==> src/rtl/dclm_pkg.sv <==
// Shared definitions for the DC level metering integrator.
// Holds the register addresses, the control field layout and the mapping
// from the 4-bit select code to one of the eight source slots.
package dclm_pkg;

    localparam int NSRC    = 8;
    localparam int SHIFT_W = 3;

    localparam logic [2:0] A_CTRL   = 3'd0;
    localparam logic [2:0] A_SEL    = 3'd1;
    localparam logic [2:0] A_OFS_LO = 3'd2;
    localparam logic [2:0] A_OFS_HI = 3'd3;
    localparam logic [2:0] A_WIN_LO = 3'd4;
    localparam logic [2:0] A_WIN_HI = 3'd5;

    // Control register: bits 6:4 shift, bit 2 rectify, bit 1 gain, bit 0 enable
    typedef struct packed {
        logic [SHIFT_W-1:0] shift;
        logic               rect;
        logic               gain;
        logic               en;
    } ctrl_t;

    // Returns {valid, slot[2:0]} for a select code
    function automatic logic [3:0] src_lookup(input logic [3:0] code);
        case (code)
            4'b0100: return 4'b1000;
            4'b0101: return 4'b1001;
            4'b1001: return 4'b1010;
            4'b1010: return 4'b1011;
            4'b1011: return 4'b1100;
            4'b1101: return 4'b1101;
            4'b1110: return 4'b1110;
            4'b1111: return 4'b1111;
            default: return 4'b0000;
        endcase
    endfunction

endpackage

==> src/rtl/dclm_cfg_regs.sv <==
// Configuration register file for the DC level meter.
// Write-only byte registers: control, select, offset (two bytes) and window
// length (two bytes). It also flags a window restart when an enabled meter
// sees a write that changes its select code or its control fields.
// Assumes REG_W >= 7 so the control fields fit in one register.
module dclm_cfg_regs
    import dclm_pkg::*;
#(
    parameter int REG_W = 8,
    localparam int WIDE_W = 2 * REG_W
) (
    input  logic              clk,
    input  logic              rst_n,
    input  logic              cfg_wr,
    input  logic [2:0]        cfg_addr,
    input  logic [REG_W-1:0]  cfg_wdata,
    output ctrl_t             ctrl,
    output logic [3:0]        sel_code,
    output logic [WIDE_W-1:0] ofs,
    output logic [WIDE_W-1:0] win_len,
    output logic              restart
);

    ctrl_t             ctrl_q;
    logic [3:0]        sel_q;
    logic [REG_W-1:0]  ofs_lo_q, ofs_hi_q, win_lo_q, win_hi_q;

    // Register writes from the configuration port
    always_ff @(posedge clk) begin
        if (!rst_n) begin
            ctrl_q   <= '0;
            sel_q    <= '0;
            ofs_lo_q <= '0;
            ofs_hi_q <= '0;
            win_lo_q <= '0;
            win_hi_q <= '0;
        end else if (cfg_wr) begin
            case (cfg_addr)
                A_CTRL:   ctrl_q   <= ctrl_t'({cfg_wdata[6:4], cfg_wdata[2:0]});
                A_SEL:    sel_q    <= cfg_wdata[3:0];
                A_OFS_LO: ofs_lo_q <= cfg_wdata;
                A_OFS_HI: ofs_hi_q <= cfg_wdata;
                A_WIN_LO: win_lo_q <= cfg_wdata;
                A_WIN_HI: win_hi_q <= cfg_wdata;
                default:  ;
            endcase
        end
    end

    // Restart request: an enabled meter sees a changed select or conditioning setting
    always_comb begin
        restart = 1'b0;
        if (cfg_wr && ctrl_q.en) begin
            if (cfg_addr == A_CTRL && cfg_wdata[0] &&
                {cfg_wdata[6:4], cfg_wdata[2:1]} != {ctrl_q.shift, ctrl_q.rect, ctrl_q.gain})
                restart = 1'b1;
            if (cfg_addr == A_SEL && cfg_wdata[3:0] != sel_q)
                restart = 1'b1;
        end
    end

    assign ctrl     = ctrl_q;
    assign sel_code = sel_q;
    assign ofs      = {ofs_hi_q, ofs_lo_q};
    assign win_len  = {win_hi_q, win_lo_q};

endmodule

==> src/rtl/dclm_condition.sv <==
// Sample conditioning path, purely combinational.
// Picks one source slot, adds the signed offset with clamping, applies the
// optional x(2**GAIN_SH) gain, the optional saturating rectifier and the
// arithmetic right shift K. Assumes OFS_W <= SMP_W.
module dclm_condition
    import dclm_pkg::*;
#(
    parameter int SMP_W   = 19,
    parameter int OFS_W   = 16,
    parameter int GAIN_SH = 4,
    localparam int OUT_W  = SMP_W + GAIN_SH
) (
    input  logic [NSRC*SMP_W-1:0]   src_flat,
    input  logic [3:0]              sel_code,
    input  logic [OFS_W-1:0]        ofs,
    input  logic                    gain_en,
    input  logic                    rect_en,
    input  logic [SHIFT_W-1:0]      shift,
    output logic signed [OUT_W-1:0] cond_out
);

    localparam int SUM_W = SMP_W + 1;
    localparam logic signed [SMP_W-1:0] SMP_MAX = {1'b0, {(SMP_W-1){1'b1}}};
    localparam logic signed [SMP_W-1:0] SMP_MIN = {1'b1, {(SMP_W-1){1'b0}}};
    localparam logic signed [OUT_W-1:0] OUT_MAX = {1'b0, {(OUT_W-1){1'b1}}};
    localparam logic signed [OUT_W-1:0] OUT_MIN = {1'b1, {(OUT_W-1){1'b0}}};

    logic signed [SMP_W-1:0] src_arr [NSRC];

    for (genvar g = 0; g < NSRC; g++) begin : g_unpack
        assign src_arr[g] = src_flat[g*SMP_W +: SMP_W];
    end

    logic [3:0]              lookup;
    logic signed [SMP_W-1:0] picked;
    logic signed [SUM_W-1:0] sum;
    logic signed [SMP_W-1:0] clamped;
    logic signed [OUT_W-1:0] gained;
    logic signed [OUT_W-1:0] rectified;

    // Source selection; an unknown code yields zero
    always_comb begin
        lookup = src_lookup(sel_code);
        picked = lookup[3] ? src_arr[lookup[2:0]] : '0;
    end

    // Offset summation with clamping to the sample range
    always_comb begin
        sum = {picked[SMP_W-1], picked} + {{(SUM_W-OFS_W){ofs[OFS_W-1]}}, ofs};
        if (sum[SUM_W-1] != sum[SUM_W-2])
            clamped = sum[SUM_W-1] ? SMP_MIN : SMP_MAX;
        else
            clamped = sum[SMP_W-1:0];
    end

    // Gain, rectifier and pre-integration shift
    always_comb begin
        gained = gain_en ? {clamped, {GAIN_SH{1'b0}}}
                         : {{GAIN_SH{clamped[SMP_W-1]}}, clamped};
        rectified = gained;
        if (rect_en && gained[OUT_W-1])
            rectified = (gained == OUT_MIN) ? OUT_MAX : -gained;
        cond_out = rectified >>> shift;
    end

endmodule

==> src/rtl/dclm_integrator.sv <==
// Windowed integrator with sticky saturation.
// Adds one conditioned sample per accepted strobe. After win_len samples
// (0 acts as 1) it publishes the sum with a one-cycle valid pulse and clears.
// An overflow pins the running sum to full scale for the rest of the window.
// Disable or restart clears the window. Assumes IN_W < RES_W.
module dclm_integrator #(
    parameter int IN_W  = 23,
    parameter int RES_W = 24,
    parameter int CNT_W = 16
) (
    input  logic                    clk,
    input  logic                    rst_n,
    input  logic                    en,
    input  logic                    restart,
    input  logic                    stb,
    input  logic signed [IN_W-1:0]  x,
    input  logic [CNT_W-1:0]        win_len,
    output logic signed [RES_W-1:0] res_data,
    output logic                    res_valid
);

    localparam int ACC_W = RES_W + 1;
    localparam logic signed [RES_W-1:0] RES_MAX = {1'b0, {(RES_W-1){1'b1}}};
    localparam logic signed [RES_W-1:0] RES_MIN = {1'b1, {(RES_W-1){1'b0}}};

    logic signed [RES_W-1:0] acc;
    logic [CNT_W-1:0]        cnt;
    logic                    ovf_q;

    logic                    take;
    logic signed [ACC_W-1:0] wide;
    logic                    ovf_now;
    logic signed [RES_W-1:0] step;
    logic [CNT_W:0]          cnt_inc;
    logic                    last;

    // Next accumulator value with saturation and end-of-window detection
    always_comb begin
        take    = stb && en && !restart;
        wide    = {acc[RES_W-1], acc} + {{(ACC_W-IN_W){x[IN_W-1]}}, x};
        ovf_now = wide[ACC_W-1] != wide[ACC_W-2];
        if (ovf_q)
            step = acc;
        else if (ovf_now)
            step = wide[ACC_W-1] ? RES_MIN : RES_MAX;
        else
            step = wide[RES_W-1:0];
        cnt_inc = {1'b0, cnt} + {{CNT_W{1'b0}}, 1'b1};
        last    = cnt_inc >= {1'b0, win_len};
    end

    // Accumulation, window counting and result publication
    always_ff @(posedge clk) begin
        if (!rst_n) begin
            acc       <= '0;
            cnt       <= '0;
            ovf_q     <= 1'b0;
            res_data  <= '0;
            res_valid <= 1'b0;
        end else begin
            res_valid <= 1'b0;
            if (!en || restart) begin
                acc   <= '0;
                cnt   <= '0;
                ovf_q <= 1'b0;
            end else if (stb) begin
                if (last) begin
                    res_data  <= step;
                    res_valid <= 1'b1;
                    acc       <= '0;
                    cnt       <= '0;
                    ovf_q     <= 1'b0;
                end else begin
                    acc   <= step;
                    cnt   <= cnt + 1'b1;
                    ovf_q <= ovf_q | ovf_now;
                end
            end
        end
    end

    // a result pulse only follows an accepted strobe
    assert_valid_after_take_R6: assert property (@(posedge clk) disable iff (!rst_n)
        res_valid |-> $past(take));

    // the published result does not move between pulses
    assert_result_held_R8: assert property (@(posedge clk) disable iff (!rst_n)
        !res_valid |-> $stable(res_data));

    // a disabled meter keeps an empty window
    assert_disabled_empty_R10: assert property (@(posedge clk) disable iff (!rst_n)
        !en |=> (acc == '0 && cnt == '0));

    // a restart discards the partial window
    assert_restart_clears_R9: assert property (@(posedge clk) disable iff (!rst_n)
        restart |=> (acc == '0 && cnt == '0 && !ovf_q));

    // after an overflow the running sum sits at full scale
    assert_sat_fullscale_R7: assert property (@(posedge clk) disable iff (!rst_n)
        ovf_q |-> (acc == RES_MAX || acc == RES_MIN));

endmodule

==> src/rtl/dc_level_integrator.sv <==
// Top level of the DC level meter.
// Ties the configuration registers, the conditioning path and the windowed
// integrator together. Source samples are sampled on the clock edge where
// smp_stb is high; settings written on an edge apply from the next edge.
module dc_level_integrator
    import dclm_pkg::*;
#(
    parameter int SMP_W   = 19,
    parameter int REG_W   = 8,
    parameter int GAIN_SH = 4,
    parameter int RES_W   = 24,
    localparam int WIDE_W = 2 * REG_W,
    localparam int COND_W = SMP_W + GAIN_SH
) (
    input  logic                    clk,
    input  logic                    rst_n,
    input  logic                    cfg_wr,
    input  logic [2:0]              cfg_addr,
    input  logic [REG_W-1:0]        cfg_wdata,
    input  logic                    smp_stb,
    input  logic [NSRC*SMP_W-1:0]   src_samples,
    output logic signed [RES_W-1:0] res_data,
    output logic                    res_valid
);

    ctrl_t                    ctrl;
    logic [3:0]               sel_code;
    logic [WIDE_W-1:0]        ofs;
    logic [WIDE_W-1:0]        win_len;
    logic                     restart;
    logic signed [COND_W-1:0] cond_val;

    dclm_cfg_regs #(.REG_W(REG_W)) i_cfg (
        .clk       (clk),
        .rst_n     (rst_n),
        .cfg_wr    (cfg_wr),
        .cfg_addr  (cfg_addr),
        .cfg_wdata (cfg_wdata),
        .ctrl      (ctrl),
        .sel_code  (sel_code),
        .ofs       (ofs),
        .win_len   (win_len),
        .restart   (restart)
    );

    dclm_condition #(.SMP_W(SMP_W), .OFS_W(WIDE_W), .GAIN_SH(GAIN_SH)) i_cond (
        .src_flat (src_samples),
        .sel_code (sel_code),
        .ofs      (ofs),
        .gain_en  (ctrl.gain),
        .rect_en  (ctrl.rect),
        .shift    (ctrl.shift),
        .cond_out (cond_val)
    );

    dclm_integrator #(.IN_W(COND_W), .RES_W(RES_W), .CNT_W(WIDE_W)) i_integ (
        .clk       (clk),
        .rst_n     (rst_n),
        .en        (ctrl.en),
        .restart   (restart),
        .stb       (smp_stb),
        .x         (cond_val),
        .win_len   (win_len),
        .res_data  (res_data),
        .res_valid (res_valid)
    );

    // with the rectifier on, the conditioned sample is never negative
    assert_rect_nonneg_R4: assert property (@(posedge clk) disable iff (!rst_n)
        ctrl.rect |-> !cond_val[COND_W-1]);

endmodule

==> config.mk <==
export PLATFORM = sky130hd
export DESIGN_NAME = dc_level_integrator
export DESIGN_NICKNAME = d
export VERILOG_FILES = /design/src/rtl/dclm_pkg.sv /design/src/rtl/dclm_cfg_regs.sv /design/src/rtl/dclm_condition.sv /design/src/rtl/dclm_integrator.sv /design/src/rtl/dc_level_integrator.sv
export SDC_FILE = /design/constraint.sdc
export NUM_CORES = 1
export LEC_CHECK = 0
export ABC_AREA = 1
export BUFFER_PORTS_ARGS = -buffer_cell sky130_fd_sc_hd__buf_4
export CAP_MARGIN = 30
export CORE_MARGIN = 4
export CORE_UTILIZATION = 30
export CTS_CLUSTER_SIZE = 14
export DETAILED_ROUTE_END_ITERATION = 10
export PLACE_DENSITY = 0.5
export REMOVE_ABC_BUFFERS = 1
export SLEW_MARGIN = 40
export SYNTH_ARGS = -nofsm -noshare
export SYNTH_HDL_FRONTEND = slang
export SYNTH_SLANG_ARGS = --single-unit
==> constraint.sdc <==
create_clock -name clk -period 7.7 [get_ports clk]
set_clock_uncertainty 0.05 [all_clocks]
set_input_delay 0.385 -clock clk [delete_from_list [all_inputs] [get_ports clk]]
set_output_delay 0.385 -clock clk [all_outputs]
set_load 0.02 [all_outputs]
Word-level counts from Yosys, hierarchy flattened
Memory sizes are Yosys's and may differ from the RTL's. A register that Yosys moved wholly into a read port is not among the register bits.
Index checks and enable logic that the tools add are counted.
Word-level totals
  bits in registers: 108
  ROM bits: 64
  input bits: 167
  memories kept: 1
Cells by class
  reductions and logical operators: 17
  add/subtract/negate cells: 5
  shifts and indexed selects: 1
  muxes and demuxes: 21
  bitwise operators: 5
  $lt $le $gt $ge: 2
  eq/ne operators: 10
Memories
  (name not given): words 16, width 4, rd ports 1, clocked after Yosys merged registers in 1, wr ports 0, RTL line dclm_pkg.sv:26  | case (code)
Operator list (number)
  $mux W24: 4
  $mux W19: 5
  $bmux W19 S3: 1
  $mux W23: 2
  $add A24 B23 Y25: 1
  $eq A23 B23 Y1 const B: 1
  $neg A23 Y23: 1
  $sshr A23 B3 Y23: 1
  $mux W22: 1
  $add A19 B16 Y20: 1
  $add A16 B1 Y17 const B: 1
  $ge A17 B16 Y1: 1
  $add A16 B1 Y16 const B: 1
  $mux W16: 1
  $reduce_and A2 Y1: 6
  $mux W4: 2
  $eq A3 B2 Y1 const B: 2
  $eq A3 B3 Y1 const B: 2
  $logic_and A1 B1 Y1: 5
  $mux W1: 5
  $ne A5 B5 Y1: 1
  $ge A4 B4 Y1 const B: 1
  $ne A4 B4 Y1: 1
  $not A3 Y4: 1
  10 further kinds: 13

Longest topological paths before layout
  depth after elaboration: 18
  gate-level depth with buffers: 58
  depth with buffers taken out: 53

Modules after synthesis
A second synthesis with hierarchy kept.
Unflattened totals
  cell total of the unflattened synthesis: 1943
  area, all modules: 11656.2 µm²
By module, submodules not included
  dclm_integrator: cells an instance 800, times used 1, area each 5388.9 µm²
  dclm_condition: cells an instance 925, times used 1, area each 4581.9 µm²
  dclm_cfg_regs: cells an instance 218, times used 1, area each 1685.4 µm²

Worst setup path after synthesis
No wires, ideal clock.
  kind: flip-flop to flip-flop
  start point: register i_cond.lookup[0] (netlist name)
  end point: register i_integ.acc[13]
  path buffers: 5
  clock period less this slack: 7.510 ns
  data required time: 7.518 ns
  data arrival time: 7.328 ns
  slack: 0.190 ns
  setup time: 0.132 ns
  cell stages (with the launch flop): 56
  cells stage by stage: dfxtp_1 -> inv_1 -> clkbuf_1 -> clkbuf_1 -> o21ai_0 -> o22ai_1 -> o21ai_0 -> a31oi_1 -> ha_1 -> fa_1 -> nand2_1 -> o21ai_1 -> nand2_1 -> nand2_1 -> nand3_1 -> nand2_1 -> a21oi_1 -> o21bai_1 -> [20 not listed] -> inv_1 -> ha_1 -> fa_1 -> nand3_1 -> o211ai_1 -> nand3_1 -> nand2_1 -> a21oi_1 -> o21bai_1 -> nand2_1 -> nand3_1 -> xor2_1 -> nand2_1 -> nand2_1 -> buf_1 -> nand2_1 -> o211ai_1 -> a21oi_1
Between the ends
  longest elaborated chain between the ends: 18
  elaborated cells on any way between the ends: 22
RTL lines
  $not A3 Y4 (not written as such) *: RTL line dclm_condition.sv:44  | picked = lookup[3] ? src_arr[lookup[2:0]] : '0;
  $bmux W19 S3 *: RTL line dclm_condition.sv:44
  $mux W19 (not written as such) * (2 in a row): RTL line dclm_condition.sv:44
  $mux W19 *: RTL line dclm_condition.sv:44
  $add A19 B16 Y20 *: RTL line dclm_condition.sv:49  | sum = {picked[SMP_W-1], picked} + {{(SUM_W-OFS_W){ofs[OFS_W-1]}}, ofs};
  $mux W19 / $ne A1 B1 Y1 (equally long branches): RTL line dclm_condition.sv:51, dclm_condition.sv:50
  $mux W19 *: RTL line dclm_condition.sv:50  | if (sum[SUM_W-1] != sum[SUM_W-2])
  $mux W22: RTL line dclm_condition.sv:58  | gained = gain_en ? {clamped, {GAIN_SH{1'b0}}}
  $neg A23 Y23 / $eq A23 B23 Y1 (equally long branches): RTL line dclm_condition.sv:62  | rectified = (gained == OUT_MIN) ? OUT_MAX : -gained;
  $mux W23: RTL line dclm_condition.sv:62
  $mux W23 *: RTL line dclm_condition.sv:61  | if (rect_en && gained[OUT_W-1])
  $sshr A23 B3 Y23 *: RTL line dclm_condition.sv:63  | cond_out = rectified >>> shift;
  $add A24 B23 Y25 *: RTL line dclm_integrator.sv:40  | wide = {acc[RES_W-1], acc} + {{(ACC_W-IN_W){x[IN_W-1]}}, x};
  $mux W24 / $ne A1 B1 Y1 (equally long branches): RTL line dclm_integrator.sv:45, dclm_integrator.sv:41
  $mux W24 *: RTL line dclm_integrator.sv:44  | else if (ovf_now)
  $mux W24 *: RTL line dclm_integrator.sv:42  | if (ovf_q)
  $mux W24 *: RTL line dclm_integrator.sv:67  | if (last) begin
  end signal, assigned: RTL line dclm_integrator.sv:74  | acc <= step;
  end, declared: RTL line dclm_integrator.sv:26  | logic signed [RES_W-1:0] acc;
Every way passes the cells marked *; elsewhere a longest branch is shown, timed or not. The select of a mux whose other input is x is not followed.
A chain may end at the register's enable or synchronous reset.

Final worst setup path
  start point: register i_cond.lookup[0] (netlist name)
  end point: register i_integ.res_data[11]
Between the ends
  longest elaborated chain between the ends: 17
  elaborated cells on any way between the ends: 21
RTL lines
  $not A3 Y4 (not written as such) *: RTL line dclm_condition.sv:44
  $bmux W19 S3 *: RTL line dclm_condition.sv:44
  $mux W19 (not written as such) * (2 in a row): RTL line dclm_condition.sv:44
  $mux W19 *: RTL line dclm_condition.sv:44
  $add A19 B16 Y20 *: RTL line dclm_condition.sv:49
  $mux W19 / $ne A1 B1 Y1 (equally long branches): RTL line dclm_condition.sv:51, dclm_condition.sv:50
  $mux W19 *: RTL line dclm_condition.sv:50
  $mux W22: RTL line dclm_condition.sv:58
  $neg A23 Y23 / $eq A23 B23 Y1 (equally long branches): RTL line dclm_condition.sv:62
  $mux W23: RTL line dclm_condition.sv:62
  $mux W23 *: RTL line dclm_condition.sv:61
  $sshr A23 B3 Y23 *: RTL line dclm_condition.sv:63
  $add A24 B23 Y25 *: RTL line dclm_integrator.sv:40
  $mux W24 / $ne A1 B1 Y1 (equally long branches): RTL line dclm_integrator.sv:45, dclm_integrator.sv:41
  $mux W24 *: RTL line dclm_integrator.sv:44
  $mux W24 *: RTL line dclm_integrator.sv:42
  end signal, assigned: RTL line dclm_integrator.sv:68  | res_data <= step;
  end, declared: RTL line dclm_integrator.sv:18  | output logic signed [RES_W-1:0] res_data,
Marks and branches as above.

==> flow_metrics.py <==
metrics = {
    "critical_path": {
        "r2r_start": "i_cond.lookup[0]$_DFF_P_",
        "critPathCaptureType": "register",
        "cp_common_cell": "nand2_2",
        "crit_type": "register to register",
        "required_ns": 7.90,
        "reg2reg_slack_ns": 0.31,
        "critPathLaunchType": "register",
        "cp_max_fo": 7,
        "worst_r2r_path_depth": 55,
        "r2r_end": "i_integ.res_data[11]$_SDFFE_PN0P_",
        "arrival_ns": 7.59,
        "slowest_delay_ns": 0.39,
        "slowest_stage": "dfxtp_4",
    },
    "logic_synthesis": {
        "synth_cell_types": 47,
        "synth_edf_count": 0,
        "ys_warn_count": 0,
        "ys_async_sr_fraction": 0,
        "syn_inst": 1795,
        "syn_area_mm2": 0.0107,
        "syn_area_per_cell_um2": 5.97,
        "synth-seq-cells": 112,
        "yosysSeqAreaShare": 0.209,
        "synth-main-ff-cell": "dfxtp_1",
    },
    "status": {
        "status": "finished, final reports clean",
    },
    "sta": {
        "finalCritPeriodShare": 0.959,
        "rsz0062_at_grt": "yes",
        "slew_headroom": 0.411,
        "drv_slew": 0,
        "final-setup-viol-count": 0,
        "tightest_slew_ns": 0.878,
        "finalHoldViolations": 0,
        "clock.fmax_mhz": 135,
        "fin_setup_tns_ns": 0,
        "fin_crit_ns": 7.39,
    },
    "die": {
        "die_h_um": 197,
        "pin_count": 192,
        "core_mm2": 0.0349,
        "die_w_um": 197,
        "start_util": 0.307,
        "rows": 68,
        "die-area_mm2": 0.0388,
    },
    "clock_network": {
        "clk_pin_slew_ns": 0.08,
        "cts_hold_buf": 0,
        "clkSinkCount": 112,
        "insertion_delay_ns": 0.36,
        "cts_root_buffer": "clkbuf_16",
        "cts_max_path_buffers": 2,
        "htree_levels": 3,
        "cts-buffers-inserted": 9,
        "tritoncts": "yes",
    },
    "hold_path": {
        "hold_depth": 3,
        "hold_class": "input pin to register",
        "min-delay-start": "smp_stb",
        "hold_end": "i_integ.res_valid$_SDFF_PP0_",
    },
    "route": {
        "wl_per_cell_um": 15.1,
        "vias": 12700,
        "drt-pass1-iter-count": 6,
        "drc": 0,
        "antenna_left": 0,
        "viasPerCell": 5.05,
        "drtIter0Drc": 700,
        "drt-total-wl_mm": 38.1,
    },
    "power_and_ir_drop": {
        "internal-power_mw": 1.15,
        "pwr-share-seq": 0.332,
        "ir_drop_uv": 109,
        "powerDensity_mw_per_mm2": 120,
        "p_switching_mw": 0.644,
        "power_frac_comb": 0.412,
        "switching_share": 0.358,
        "total_power_mw": 1.80,
        "clockPowerShare": 0.256,
        "power_leakage_nw": 6.88,
    },
    "global_route": {
        "grt_pass1_vias": 12100,
        "gr-usage-all-layers": 0.182,
        "grt_pass1_wl_mm": 59.5,
        "antenna_found_initial": 0,
        "grt_max_degree": 62,
        "grt_overflow": 0,
    },
    "finish": {
        "n_fill_cell": 3733,
        "fin_nets": 2301,
        "drive_gt1_frac": 0.267,
        "num_antenna_cells": 0,
        "area_growth_pct": 39.7,
    },
    "run": {
        "drv_cap": 0,
    },
    "place": {
        "gp_congestion": 0.953,
        "dp_hpwl_mm": 28.5,
        "io_buffer_count": 191,
    },
}
[metrics by stage]
stage | setup slack (ns) | cell area [µm²] | util | std cells | hold WS [ns]
final | 0.313 | 15000 | 0.429 | 2524 | 0.238
after global routing | -0.256 | 15000 | 0.429 | 2524 | 0.258
after CTS | 0.00342 | 13700 | 0.394 | 2481 | 0.228
after detailed placement | -0.111 | 13200 | 0.380 | 2452 | 0.402
after global placement | 0.0379 | 13200 | 0.379 | 2451 | 0.400
after floorplan | -2.05 | 10300 | - | 1703 | 0.377
[cells in the mapped netlist (all sizes together), types with 23 or more instances]
cell type	instances	area (µm²)
nand2	405	1540
ha	68	851
o21ai	224	1120
o211ai	23	178
xor2	31	272
clkbuf	72	270
nor2	221	847
xnor2	23	201
dfxtp	112	2240
inv	142	533
a21oi	151	759
nand3	177	943
[layer usage]
metal / global-route usage / wire (µm) / up-vias
met2: 0.313 / 18300 / 277
met1: 0.246 / 17900 / 5825
li1: - / - / 6599
met3: 0.0284 / 1450 / 35
met4: 0.0321 / 486 / 0
met5: 0 / 0 / -
[state kept, by name, summed over array words and instances, names as in the netlist]
signal,flops
i_integ.ovf_q,1
i_cfg.ofs_hi_q,8
i_cfg.ofs_lo_q,8
i_integ.cnt,16
i_integ.acc,24
i_cond.lookup,4
i_integ.res_valid,1
i_cfg.ctrl,6
i_cfg.win_lo_q,8
i_cfg.sel_code,4
i_cfg.win_hi_q,8
i_integ.res_data,24
[layout by cell type, fill, tap and decap left out, drive strengths merged, types with 3 or more instances in the layout]
master / instances
a21oi: 151
a31oi: 20
buf: 337
clkbuf: 20
clkinv: 10
clkinvlp: 3
dfxtp: 112
ha: 68
inv: 142
nand2: 405
nand3: 178
nand3b: 6
nand4: 19
nor2: 221
nor3: 15
nor4: 3
o211ai: 23
o21a: 3
o21ai: 224
o21bai: 7
o221ai: 3
o22ai: 20
or2: 9
xnor2: 23
xor2: 31
[how the worst max path moves through the flow]
stage | cells past startpoint | end | startpoint | slack, ns
floorplan | 53 | i_integ.acc[10]$_SDFFE_PP0P_ | i_cond.lookup[0]$_DFF_P_ | -2.05
global placement | 47 | i_integ.res_data[21]$_SDFFE_PN0P_ | i_cond.lookup[0]$_DFF_P_ | 0.04
detailed placement | 50 | i_integ.res_data[15]$_SDFFE_PN0P_ | i_cond.lookup[0]$_DFF_P_ | -0.11
CTS | 48 | i_integ.res_data[6]$_SDFFE_PN0P_ | i_cond.lookup[0]$_DFF_P_ | 0.003
global route | 55 | i_integ.res_data[7]$_SDFFE_PN0P_ | i_cond.lookup[0]$_DFF_P_ | -0.26
finish | 55 | i_integ.res_data[11]$_SDFFE_PN0P_ | i_cond.lookup[0]$_DFF_P_ | 0.31
[final cells by class]
cell class,count,area (µm²),area share
Multi-Input combinational cell,1443,8250,0.551
Clock buffer,11,243,0.0162
Tap cell,455,569,0.0380
Sequential cell,112,2250,0.150
Timing Repair inverter,1,7.51,0.000502
Timing Repair Buffer,348,3030,0.202
Clock inverter,5,41.3,0.00276
Inverter,149,582,0.0389
[power by group through the flow]
stage               registers [mW]  clock network [mW]  logic (mW)
detailed placement           0.611                   0       0.628
floorplan                    0.611                   0       0.370
finish                       0.597               0.460       0.742
global route                 0.598               0.495       0.827
CTS                          0.597               0.480       0.636
global placement             0.611                   0       0.624
[repair_timing]
action	4_1_cts	5_1_grt
setup endpoints to repair	29	49
cloned	4	11
gates resized for setup	21	224
setup buffers	9	32
pin swaps	4	102
[cells by family after synthesis]
kind of cell / count (synthesis) / synth area share
XOR/XNOR: 54 / 0.0441
AO/OA/AOI/OAI: 460 / 0.232
adder cells (fa/ha/maj): 70 / 0.0831
AND/OR/NAND/NOR: 858 / 0.343
flip-flops: 112 / 0.209
buffers and inverters: 241 / 0.0884
[critical path: cells and delay by family (launching register included)]
kind            cells  cell delay [ns]
simple gates       25             2.34
buf+inv            10             1.06
flops               1             0.39
xor+xnor            2             0.42
fa+ha+maj           5             1.15
compound gates     13             1.81
(Power assumes the default switching activity.)
